[src/rtl/smul_pkg.sv]
package smul_pkg;
  typedef enum logic [1:0] {
    ST_IDLE  = 2'd0,
    ST_EVAL  = 2'd1,
    ST_SHIFT = 2'd2,
    ST_DONE  = 2'd3
  } ctrl_st_e;
endpackage

[src/rtl/smul_addsub.sv]
// Sign-extended W+1 bit adder/subtracter: res = a +/- b
module smul_addsub #(
  parameter int W = 4
) (
  input  logic [W-1:0] a_i,
  input  logic [W-1:0] b_i,
  input  logic         sub_i,
  output logic [W:0]   res_o
);
  logic [W:0] a_ext, b_ext, b_op;

  always_comb begin
    a_ext = {a_i[W-1], a_i};
    b_ext = {b_i[W-1], b_i};
    b_op  = b_ext ^ {(W+1){sub_i}};
    res_o = a_ext + b_op + {{W{1'b0}}, sub_i};
  end
endmodule

[src/rtl/smul_acc.sv]
// Accumulator: upper half = partial product, lower half = multiplier bits.
// ext_q is the sign of the partial product beyond the upper half.
module smul_acc #(
  parameter int W = 4,
  localparam int AW = 2 * W
) (
  input  logic          clk_i,
  input  logic          rst_ni,
  input  logic          load_i,
  input  logic          add_i,
  input  logic          shift_i,
  input  logic [W-1:0]  mplier_i,
  input  logic [W:0]    sum_i,
  output logic [AW-1:0] acc_o
);
  logic [AW-1:0] acc_q;
  logic          ext_q;

  always_ff @(posedge clk_i or negedge rst_ni) begin
    if (!rst_ni) begin
      acc_q <= '0;
      ext_q <= 1'b0;
    end else if (load_i) begin
      acc_q <= {{W{1'b0}}, mplier_i};
      ext_q <= 1'b0;
    end else if (add_i) begin
      acc_q[AW-1:W] <= sum_i[W-1:0];
      ext_q         <= sum_i[W];
    end else if (shift_i) begin
      acc_q <= {ext_q, acc_q[AW-1:1]};
    end
  end

  assign acc_o = acc_q;

  AST_LOAD_CLEAR: assert property (@(posedge clk_i) disable iff (!rst_ni)
    load_i |=> (acc_q[AW-1:W] == '0) && (acc_q[W-1:0] == $past(mplier_i)));

  AST_ADD_KEEPS_LOW: assert property (@(posedge clk_i) disable iff (!rst_ni)
    (add_i && !load_i) |=> $stable(acc_q[W-1:0]));

  AST_SHIFT_SIGN: assert property (@(posedge clk_i) disable iff (!rst_ni)
    ($past(add_i) && shift_i && !load_i && !add_i)
      |=> acc_q[AW-1] == $past(sum_i[W], 2));
endmodule

[src/rtl/smul_ctrl.sv]
module smul_ctrl
  import smul_pkg::*;
#(
  parameter int W = 4,
  localparam int CW = (W > 1) ? $clog2(W) : 1
) (
  input  logic clk_i,
  input  logic rst_ni,
  input  logic start_i,
  input  logic lsb_i,
  output logic load_o,
  output logic add_o,
  output logic sub_o,
  output logic shift_o,
  output logic done_o,
  output logic busy_o
);
  localparam logic [CW-1:0] LAST = CW'(W - 1);

  ctrl_st_e st_q, st_d;
  logic [CW-1:0] cnt_q;
  logic last;

  assign last = (cnt_q == LAST);

  always_comb begin
    st_d    = st_q;
    load_o  = 1'b0;
    add_o   = 1'b0;
    sub_o   = 1'b0;
    shift_o = 1'b0;
    done_o  = 1'b0;
    unique case (st_q)
      ST_IDLE: if (start_i) begin
        load_o = 1'b1;
        st_d   = ST_EVAL;
      end
      ST_EVAL: begin
        if (lsb_i) begin
          add_o = 1'b1;
          sub_o = last;  // sign bit carries negative weight
          st_d  = ST_SHIFT;
        end else begin
          shift_o = 1'b1;
          st_d    = last ? ST_DONE : ST_EVAL;
        end
      end
      ST_SHIFT: begin
        shift_o = 1'b1;
        st_d    = last ? ST_DONE : ST_EVAL;
      end
      ST_DONE: begin
        done_o = 1'b1;
        st_d   = ST_IDLE;
      end
      default: st_d = ST_IDLE;
    endcase
  end

  always_ff @(posedge clk_i or negedge rst_ni) begin
    if (!rst_ni) begin
      st_q  <= ST_IDLE;
      cnt_q <= '0;
    end else begin
      st_q <= st_d;
      if (load_o)       cnt_q <= '0;
      else if (shift_o) cnt_q <= cnt_q + 1'b1;
    end
  end

  assign busy_o = (st_q == ST_EVAL) || (st_q == ST_SHIFT);

  AST_IDLE_STAY: assert property (@(posedge clk_i) disable iff (!rst_ni)
    (st_q == ST_IDLE && !start_i) |=> (st_q == ST_IDLE));

  AST_DONE_ONE_CYCLE: assert property (@(posedge clk_i) disable iff (!rst_ni)
    done_o |=> !done_o);

  AST_NO_RELOAD_BUSY: assert property (@(posedge clk_i) disable iff (!rst_ni)
    busy_o |-> !load_o);

  AST_ADD_THEN_SHIFT: assert property (@(posedge clk_i) disable iff (!rst_ni)
    add_o |=> (shift_o && !add_o));
endmodule

[src/rtl/signed_shift_mul.sv]
module signed_shift_mul #(
  parameter int W = 4,
  localparam int AW = 2 * W
) (
  input  logic          clk_i,
  input  logic          rst_ni,
  input  logic          start_i,
  input  logic [W-1:0]  mcand_i,
  input  logic [W-1:0]  mplier_i,
  output logic [AW-1:0] product_o,
  output logic          done_o
);
  logic          load, add, sub, shift, busy;
  logic [W-1:0]  mcand_q;
  logic [W:0]    sum;
  logic [AW-1:0] acc;

  always_ff @(posedge clk_i or negedge rst_ni) begin
    if (!rst_ni)   mcand_q <= '0;
    else if (load) mcand_q <= mcand_i;
  end

  smul_ctrl #(.W(W)) u_ctrl (
    .clk_i   (clk_i),
    .rst_ni  (rst_ni),
    .start_i (start_i),
    .lsb_i   (acc[0]),
    .load_o  (load),
    .add_o   (add),
    .sub_o   (sub),
    .shift_o (shift),
    .done_o  (done_o),
    .busy_o  (busy)
  );

  smul_addsub #(.W(W)) u_addsub (
    .a_i   (acc[AW-1:W]),
    .b_i   (mcand_q),
    .sub_i (sub),
    .res_o (sum)
  );

  smul_acc #(.W(W)) u_acc (
    .clk_i    (clk_i),
    .rst_ni   (rst_ni),
    .load_i   (load),
    .add_i    (add),
    .shift_i  (shift),
    .mplier_i (mplier_i),
    .sum_i    (sum),
    .acc_o    (acc)
  );

  assign product_o = acc;

  AST_PRODUCT_HOLD: assert property (@(posedge clk_i) disable iff (!rst_ni)
    (!busy && !start_i) |=> $stable(product_o));

  AST_MCAND_FROZEN: assert property (@(posedge clk_i) disable iff (!rst_ni)
    (busy && $past(busy)) |-> $stable(mcand_q));
endmodule

[config.mk]
export PLATFORM = sky130hd
export DESIGN_NAME = signed_shift_mul
export DESIGN_NICKNAME = d
export VERILOG_FILES = /design/src/rtl/smul_pkg.sv /design/src/rtl/smul_addsub.sv /design/src/rtl/smul_acc.sv /design/src/rtl/smul_ctrl.sv /design/src/rtl/signed_shift_mul.sv
export SDC_FILE = /design/constraint.sdc
export NUM_CORES = 1
export LEC_CHECK = 0
export BUFFER_PORTS_ARGS = -buffer_cell sky130_fd_sc_hd__buf_2
export CAP_MARGIN = 20
export CORE_MARGIN = 5
export CORE_UTILIZATION = 40
export DETAILED_ROUTE_END_ITERATION = 12
export PLACE_DENSITY = 0.67
export SLEW_MARGIN = 20
export SYNTH_ARGS = -nofsm -noshare
export SYNTH_HDL_FRONTEND = slang
export SYNTH_SLANG_ARGS = --single-unit
[constraint.sdc]
create_clock -name clk_i -period 7.05 [get_ports clk_i]
set_input_delay 1.41 -clock clk_i [delete_from_list [all_inputs] [get_ports clk_i]]
set_output_delay 1.41 -clock clk_i [all_outputs]
set_load 0.005 [all_outputs]
==> results by group, run 1 <==
CTS
  • # resized after CTS: 0
  • Clk slew on worst S/H paths: 0.10 ns
  • H-tree levels: 1
  • Post-CTS setup buffer count: 0
  • Clk_lat worst skew: 0.29 ns
  • Clock sinks: 17
  • Clock root buffer master: clkbuf_4
  • Post-CTS Hold Buffers: 0
  • TritonCTS Buffers: 3
  • Longest Clk Path Bufs: 2
  • CTS tree: yes

STA
  • Fin. Hold Viols: 0
  • Final WS setup: 4.26 ns
  • Period utilisation layout: 39.5%
  • Slew margin rel.: 62.8%
  • RSZ-0062 raised after global routing: no
  • Min cycle time layout: 2.79 ns
  • Worst-margin pin slew: 0.557 ns
  • Clk_skew: 0.00140 ns
  • Slew Limit Fails: 0
  • Max frequency: 359 MHz
  • Setup_tns: 0 ns
  • Final Setup Violations: 0

Critical path
  • Crit Reg-Reg Endpoint: u_acc.acc_o[7]
  • Worst r2r path cells: 10
  • Worst Setup End Kind: register
  • Startpoint types: register
  • Crit-path max FO: 10
  • RR Startpoint: u_ctrl.st_q[1]
  • Critical path destination: u_acc.acc_o[7]
  • Crit path buffers/inverters: 1
  • CP max-delay cell: dfrtp_1
  • Worst path cell trace: inv_1, ha_1, and2_1, nand2_1, xnor2_1, ha_1, and3b_1, a31oi_1, mux2_1, o311ai_1
  • Reg2Reg Setup Slack: 4.26 ns
  • Worst Path Required: 7.25 ns
  • CP dominant cell by count: ha_1
  • Instance count on the critical path: 10
  • Crit Path Category: reg2reg
  • Max stage delay on crit path: 0.43 ns
  • Delay-heaviest family, CP: simple AND/OR/NAND/NOR gates
  • WP data arrival: 2.98 ns
  • Critical path startpoint: u_ctrl.st_q[1]

Flow run
  • Max Cap Violations: 0

Routing
  • Total number of vias: 822
  • Final wirelength: 2.15 mm
  • Avg Vias per Cell: 5.11
  • DRC: 0
  • DR WL/cell: 13.3 um
  • Initial DRC Count: 14
  • Initial DRT Pass Iterations: 4
  • ANT nets after route: 0

Pwr
  • Leakage dissipation: 0.599 nW
  • PwrDens: 440 mW/mm^2
  • Total power draw: 0.000530 W
  • Worst vdd ir: 204 uV

Logic synthesis
  • FF+latch count, synth: 17
  • Netlist cell types: 33
  • Synth Instances: 112
  • Ys async rst share: 100%
  • Register area share after synthesis: 39.4%
  • Top FF cell, synth: dfrtp_1
  • Syn_nets: 133
  • Ys Warns: 0
  • Mean post-synth cell area: 9.63 um^2
  • Post-synth EDFFs: 0
  • Mapped Area: 0.00108 mm^2

Place
  • PortBufs: 19
  • Dpl ws: 4.28 ns
  • Post-DP Area: 0.00118 mm^2
  • DP HPWL: 1.67 mm
  • Routability cong.: 0.800

Floorplan
  • Width of the die: 61.9 um
  • Die height: 61.9 um
  • Starting Density: 42.8%
  • IO Count: 20
  • Core Area: 0.00252 mm^2
  • Die ar.: 0.00383 mm^2
  • Cell row count: 18

Global routing
  • Total global routing overflow: 0
  • Met2 usage: 23.3%
  • Largest net degree at the start of global routing: 18
  • Initial antenna violation count: 0
  • Number of global-route vias before repair: 858
  • First-pass GRT wire length: 3.77 mm
  • Grt met1 use: 16.1%
  • Met3 usage: 4.55%
  • Busiest grt layer: met2
  • GRT Overall Usage: 13.5%

Finish
  • Ratio of cells with drive above 1 in the final layout: 19.1%
  • Final Cell Area: 0.00120 mm^2
  • Filler cell count in the final layout: 265
  • Most frequent cells in the layout: 21 x nand2_1, 19 x buf_2, 17 x dfrtp_1
  • Ant diodes: 0
  • Register area: 425 um^2
  • Area grow syn2layout: 11.7%
  • Final core area utilization: 47.8%
  • Area occupied by multi-input gates: 601 um^2
  • Commonest non-fill, non-tap cell in the layout: nand2_1
  • Nets: 153

Outcome
  • Status: complete, no violations

Hold path
  • HP Class: reg2reg
## tightest hold or removal path, cell delays in order, from the launching register on
cell,delay [ns]
dfrtp_1,0.37
nand2_1,0.05
nand2_1,0.06
## sequential cells by signal, indices dropped and copies added (netlist names)
name,count
u_ctrl.st_q,2
u_acc.acc_o,8
u_ctrl.cnt_q,2
mcand_q,4
u_acc.ext_q,1
## report_power, final
group / leakage (nW) / internal [W] / switching (W) / total (W)
clock: 0.0177 / 0.0000211 / 0.0000304 / 0.0000515
combinational: 0.369 / 0.000136 / 0.000161 / 0.000297
sequential: 0.212 / 0.000142 / 0.0000392 / 0.000181
## synth_stat cells (2+ instances only)
library cell	count	area (um^2)
or3_1	2	12.5
nor2b_1	3	18.8
o21ai_1	3	15.0
nand2_1	21	78.8
and2_1	2	12.5
xnor2_1	4	35.0
buf_6	2	22.5
a31oi_1	3	18.8
a21oi_1	5	25.0
mux2i_1	8	80.1
dfrtp_1	17	425
nor2_1	8	30.0
o21ai_0	2	10.0
ha_1	9	113
inv_1	5	18.8
## metrics by stage
stage                     hold slack (ns)  std cells
after floorplan                     0.467        112
after global placement              0.495        157
after detailed placement            0.496        157
after CTS                           0.521        161
after global routing                0.550        161
final                               0.512        161
## cell type report
| cell class | instances | share of cell area (%) |
|---|---|---|
| sequential | 17 | 35.3 |
| inverter | 5 | 1.56 |
| clock inverter | 1 | 0.415 |
| clock buffer | 3 | 1.87 |
| timing repair buffer | 19 | 7.89 |
| tap | 30 | 3.12 |
| multi-input combinational | 86 | 49.8 |
## per-layer routing
layer / routed length [um] / part of all wire [%] / up-vias
met1: 923 / 43 / 379
met2: 1090 / 51 / 18
li1: - / - / 423
met5: 0 / 0 / -
met3: 117 / 5.4 / 2
met4: 21 / 0.98 / 0
## worst min path at each step
stage	startpoint	to	slack (ns)	cells after the start
after floorplan	mcand_q[1]	mcand_q[1]	0.47	2
after global placement	mcand_q[3]	mcand_q[3]	0.50	2
after detailed placement	mcand_q[3]	mcand_q[3]	0.50	2
after CTS	mcand_q[3]	mcand_q[3]	0.52	2
after global routing	mcand_q[3]	mcand_q[3]	0.55	2
final	mcand_q[3]	mcand_q[3]	0.51	2
## kinds of logic after synthesis
logic type | Yosys count | share of synthesized area [%]
AOI/OAI and AO/OA | 20 | 11.8
xor gates and xnor gates | 5 | 4.06
adders and majority gates | 10 | 12.3
buffers and inverters | 9 | 4.87
DFF | 17 | 39.4
muxes | 9 | 8.47
and+or+nand+nor | 42 | 19.0
No activity file was read; power rests on OpenSTA's default activity.
==> run 2, diff against run 1 <==
--- a/config.mk
+++ b/config.mk
@@ -10,7 +10,7 @@
 export CORE_MARGIN = 5
 export CORE_UTILIZATION = 40
 export DETAILED_ROUTE_END_ITERATION = 12
-export PLACE_DENSITY = 0.67
+export PLACE_DENSITY = 0.69
 export SLEW_MARGIN = 20
 export SYNTH_ARGS = -nofsm -noshare
 export SYNTH_HDL_FRONTEND = slang
==> constraint.sdc (replaced) <==
create_clock -name clk_i -period 2.4 [get_ports clk_i]
set_input_delay 0.48 -clock clk_i [delete_from_list [all_inputs] [get_ports clk_i]]
set_output_delay 0.48 -clock clk_i [all_outputs]
set_load 0.005 [all_outputs]
==> run 2 against run 1 <==
Net effect:
- global-route usage shrank 0.32 points
- clock skew grew 0.0032 ns
- register-to-register slack lost 4.1 ns
- routed wire length grew 5.4%
- combinational power grew to 3.2 times the previous value
- final area grew 4.0%
- maximum frequency grew 25%
- flip-flop and latch count is the same
- worst setup slack lost 4.1 ns
- highest routed layer unchanged
==> results by group, run 2 (synthesized netlist as in run 1, its figures left out) <==
Global routing
  • Total global routing overflow: 0 (unchanged)
  • First-pass GRT wire length: 3.70 mm (-2.0%)
  • Busiest grt layer: met2
  • Met3 usage: 3.10% (-1.4 points)
  • Met2 usage: 23.8% (+0.45 points)
  • Number of global-route vias before repair: 848 (-1.2%)
  • GRT Overall Usage: 13.2% (-0.32 points)
  • Grt met1 use: 15.6% (-0.44 points)
  • Largest net degree at the start of global routing: 18 (unchanged)
  • Initial antenna violation count: 0 (unchanged)

STA
  • Period utilisation layout: 93.2% (+54 points)
  • Fin. Hold Viols: 0 (unchanged)
  • Min cycle time layout: 2.24 ns (-0.551 ns)
  • Final Setup Violations: 0 (unchanged)
  • Clk_skew: 0.00457 ns (+0.00316 ns)
  • Slew margin rel.: 61.5% (-1.3 points)
  • Max frequency: 447 MHz (+25%)
  • Tightest hold margin: 0.0933 ns (-0.418 ns)
  • Worst-margin pin slew: 0.577 ns (+0.0201 ns)
  • Setup_tns: 0 ns (unchanged)
  • Slew Limit Fails: 0 (unchanged)
  • Final WS setup: 0.164 ns (-4.10 ns)

Finish
  • Final Cell Area: 0.00125 mm^2 (+4.0%)
  • Area grow syn2layout: 16.2%
  • Ant diodes: 0 (unchanged)
  • Nets: 157 (+2.6%)
  • Commonest non-fill, non-tap cell in the layout: nand2_1
  • Ratio of cells with drive above 1 in the final layout: 24.4% (+5.4 points)
  • Most frequent cells in the layout: 20 x nand2_1, 19 x buf_2, 17 x dfrtp_1
  • Largest register FFs: 8 (unchanged)
  • Filler cell count in the final layout: 259 (-2.3%)

Pwr
  • Cell internal pwr: 0.000941 W (+210%)
  • Combinational Power Share: 57.6% (+1.6 points)
  • Worst vdd ir: 626 uV (+210%)
  • P_sw: 0.000710 W (+210%)
  • Clock share of power: 9.4% (-0.3 points)
  • Sw Share: 43.0% (-0.43 points)
  • PwrDens: 1320 mW/mm^2 (+200%)
  • Sequential Power Share: 33.0% (-1.2 points)
  • Leakage dissipation: 0.636 nW (+6.2%)

Floorplan
  • Die ar.: 0.00383 mm^2 (unchanged)
  • Die height: 61.9 um (unchanged)
  • Cell row count: 18 (unchanged)
  • IO Count: 20 (unchanged)
  • Core Area: 0.00252 mm^2 (unchanged)
  • Width of the die: 61.9 um (unchanged)
  • Starting Density: 42.8% (unchanged)

CTS
  • Clk slew on worst S/H paths: 0.10 ns (about the same)
  • Clk_lat worst skew: 0.29 ns (about the same)
  • CTS tree: yes
  • Longest Clk Path Bufs: 2 (unchanged)
  • Clock sinks: 17 (unchanged)
  • Post-CTS Hold Buffers: 0 (unchanged)
  • Clock root buffer master: clkbuf_4
  • H-tree levels: 1 (unchanged)
  • TritonCTS Buffers: 3 (unchanged)

Outcome
  • Status: complete, no violations

Critical path
  • Crit-path max FO: 4 (-6)
  • WP data arrival: 2.42 ns (-0.56 ns)
  • Worst Path Required: 2.59 ns (-4.66 ns)
  • Worst Setup End Kind: register
  • Startpoint types: register
  • Crit Path Category: reg2reg

Place
  • Dpl ws: -0.00397 ns (-4.28 ns)
  • PortBufs: 19 (unchanged)
  • Post-DP Area: 0.00120 mm^2 (+1.9%)
  • DP HPWL: 1.75 mm (+4.7%)
  • Routability cong.: 0.776 (-3.1%)

Routing
  • ANT nets after route: 0 (unchanged)
  • DR WL/cell: 13.7 um (+2.8%)
  • Initial DRT Pass Iterations: 3 (-1)
  • Initial DRC Count: 8 (-6)
  • DRC: 0 (unchanged)
  • Total number of vias: 870 (+5.8%)
  • Avg Vias per Cell: 5.27 (+3.3%)
  • Final wirelength: 2.26 mm (+5.4%)

Flow run
  • Max Cap Violations: 0 (unchanged)

Hold path
  • HP Class: in2async
run 2: cell count changes in the layout (fill, tap and decap cells not counted), sizes merged:
cell	previous run	this run
buf	19	23
clkbuf	3	4
clkinv	1	0
run 2: metal layers:
metal / wire length, um / part of all wire (%)
met1: 998 / 44
met2: 1170 / 52
met3: 84 / 3.7
met4: 12 / 0.53
met5: 0 / 0
run 2: worst max-delay path, stage by stage (launching register included):
cell and delay (ns):
dfrtp_1 0.42, inv_2 0.08, ha_2 0.17, and2_4 0.16, nand2_4 0.07, xnor2_2 0.15
ha_1 0.30, and3b_1 0.17, a31oi_1 0.18, mux2_1 0.34, o311ai_1 0.09
run 2: final timing paths:
kind | start | endpoint | slack, ns | cells past startpoint
setup / recovery | u_ctrl.st_q[1] | u_acc.acc_o[7] | 0.16 | 10
hold / removal | rst_ni | u_acc.acc_o[6] | 0.09 | 1
setup reg to reg | u_ctrl.st_q[1] | u_acc.acc_o[7] | 0.16 | 10
hold reg to reg | mcand_q[2] | mcand_q[2] | 0.54 | 2
max in group asynchronous | rst_ni | u_ctrl.st_q[0] | 2.03 | 1
min in group clk_i | mcand_i[0] | mcand_q[0] | 0.37 | 3
run 2: metrics by stage:
| step | utilization [%] | power, W | instances |
|---|---|---|---|
| floorplan | - | 0.00123 | 112 |
| global placement | 47.6 | 0.00143 | 160 |
| detailed placement | 47.6 | 0.00148 | 160 |
| CTS | 49.0 | 0.00165 | 164 |
| global route | 49.7 | 0.00181 | 165 |
| finish | 49.7 | 0.00165 | 165 |
run 2: power by group through the flow:
stage | registers [W] | clock network (W) | logic [W]
2_1_floorplan | 0.000520 | 0 | 0.000709
3_3_place_gp | 0.000541 | 0 | 0.000892
3_5_place_dp | 0.000549 | 0 | 0.000934
4_1_cts | 0.000546 | 0.000156 | 0.000945
5_1_grt | 0.000572 | 0.000169 | 0.00107
6_report | 0.000545 | 0.000155 | 0.000951
run 2: area by class of cell:
cell class | count | area, um^2 | area share [%]
Clock buffer | 4 | 26.3 | 2.10
Tap cell | 30 | 37.5 | 2.99
Sequential cell | 17 | 425 | 33.9
Multi-Input combinational cell | 86 | 621 | 49.5
Timing Repair Buffer | 23 | 125 | 9.98
Inverter | 5 | 18.8 | 1.50
run 2: what timing repair did:
| item | in CTS | in global routing |
|---|---|---|
| gates resized for setup | 2 | 4 |
| endpoints found under the setup margin | 2 | 2 |
| pin swaps | 0 | 2 |
| endpoints found under the hold margin | 0 | 0 |
| buffers inserted | 0 | 1 |
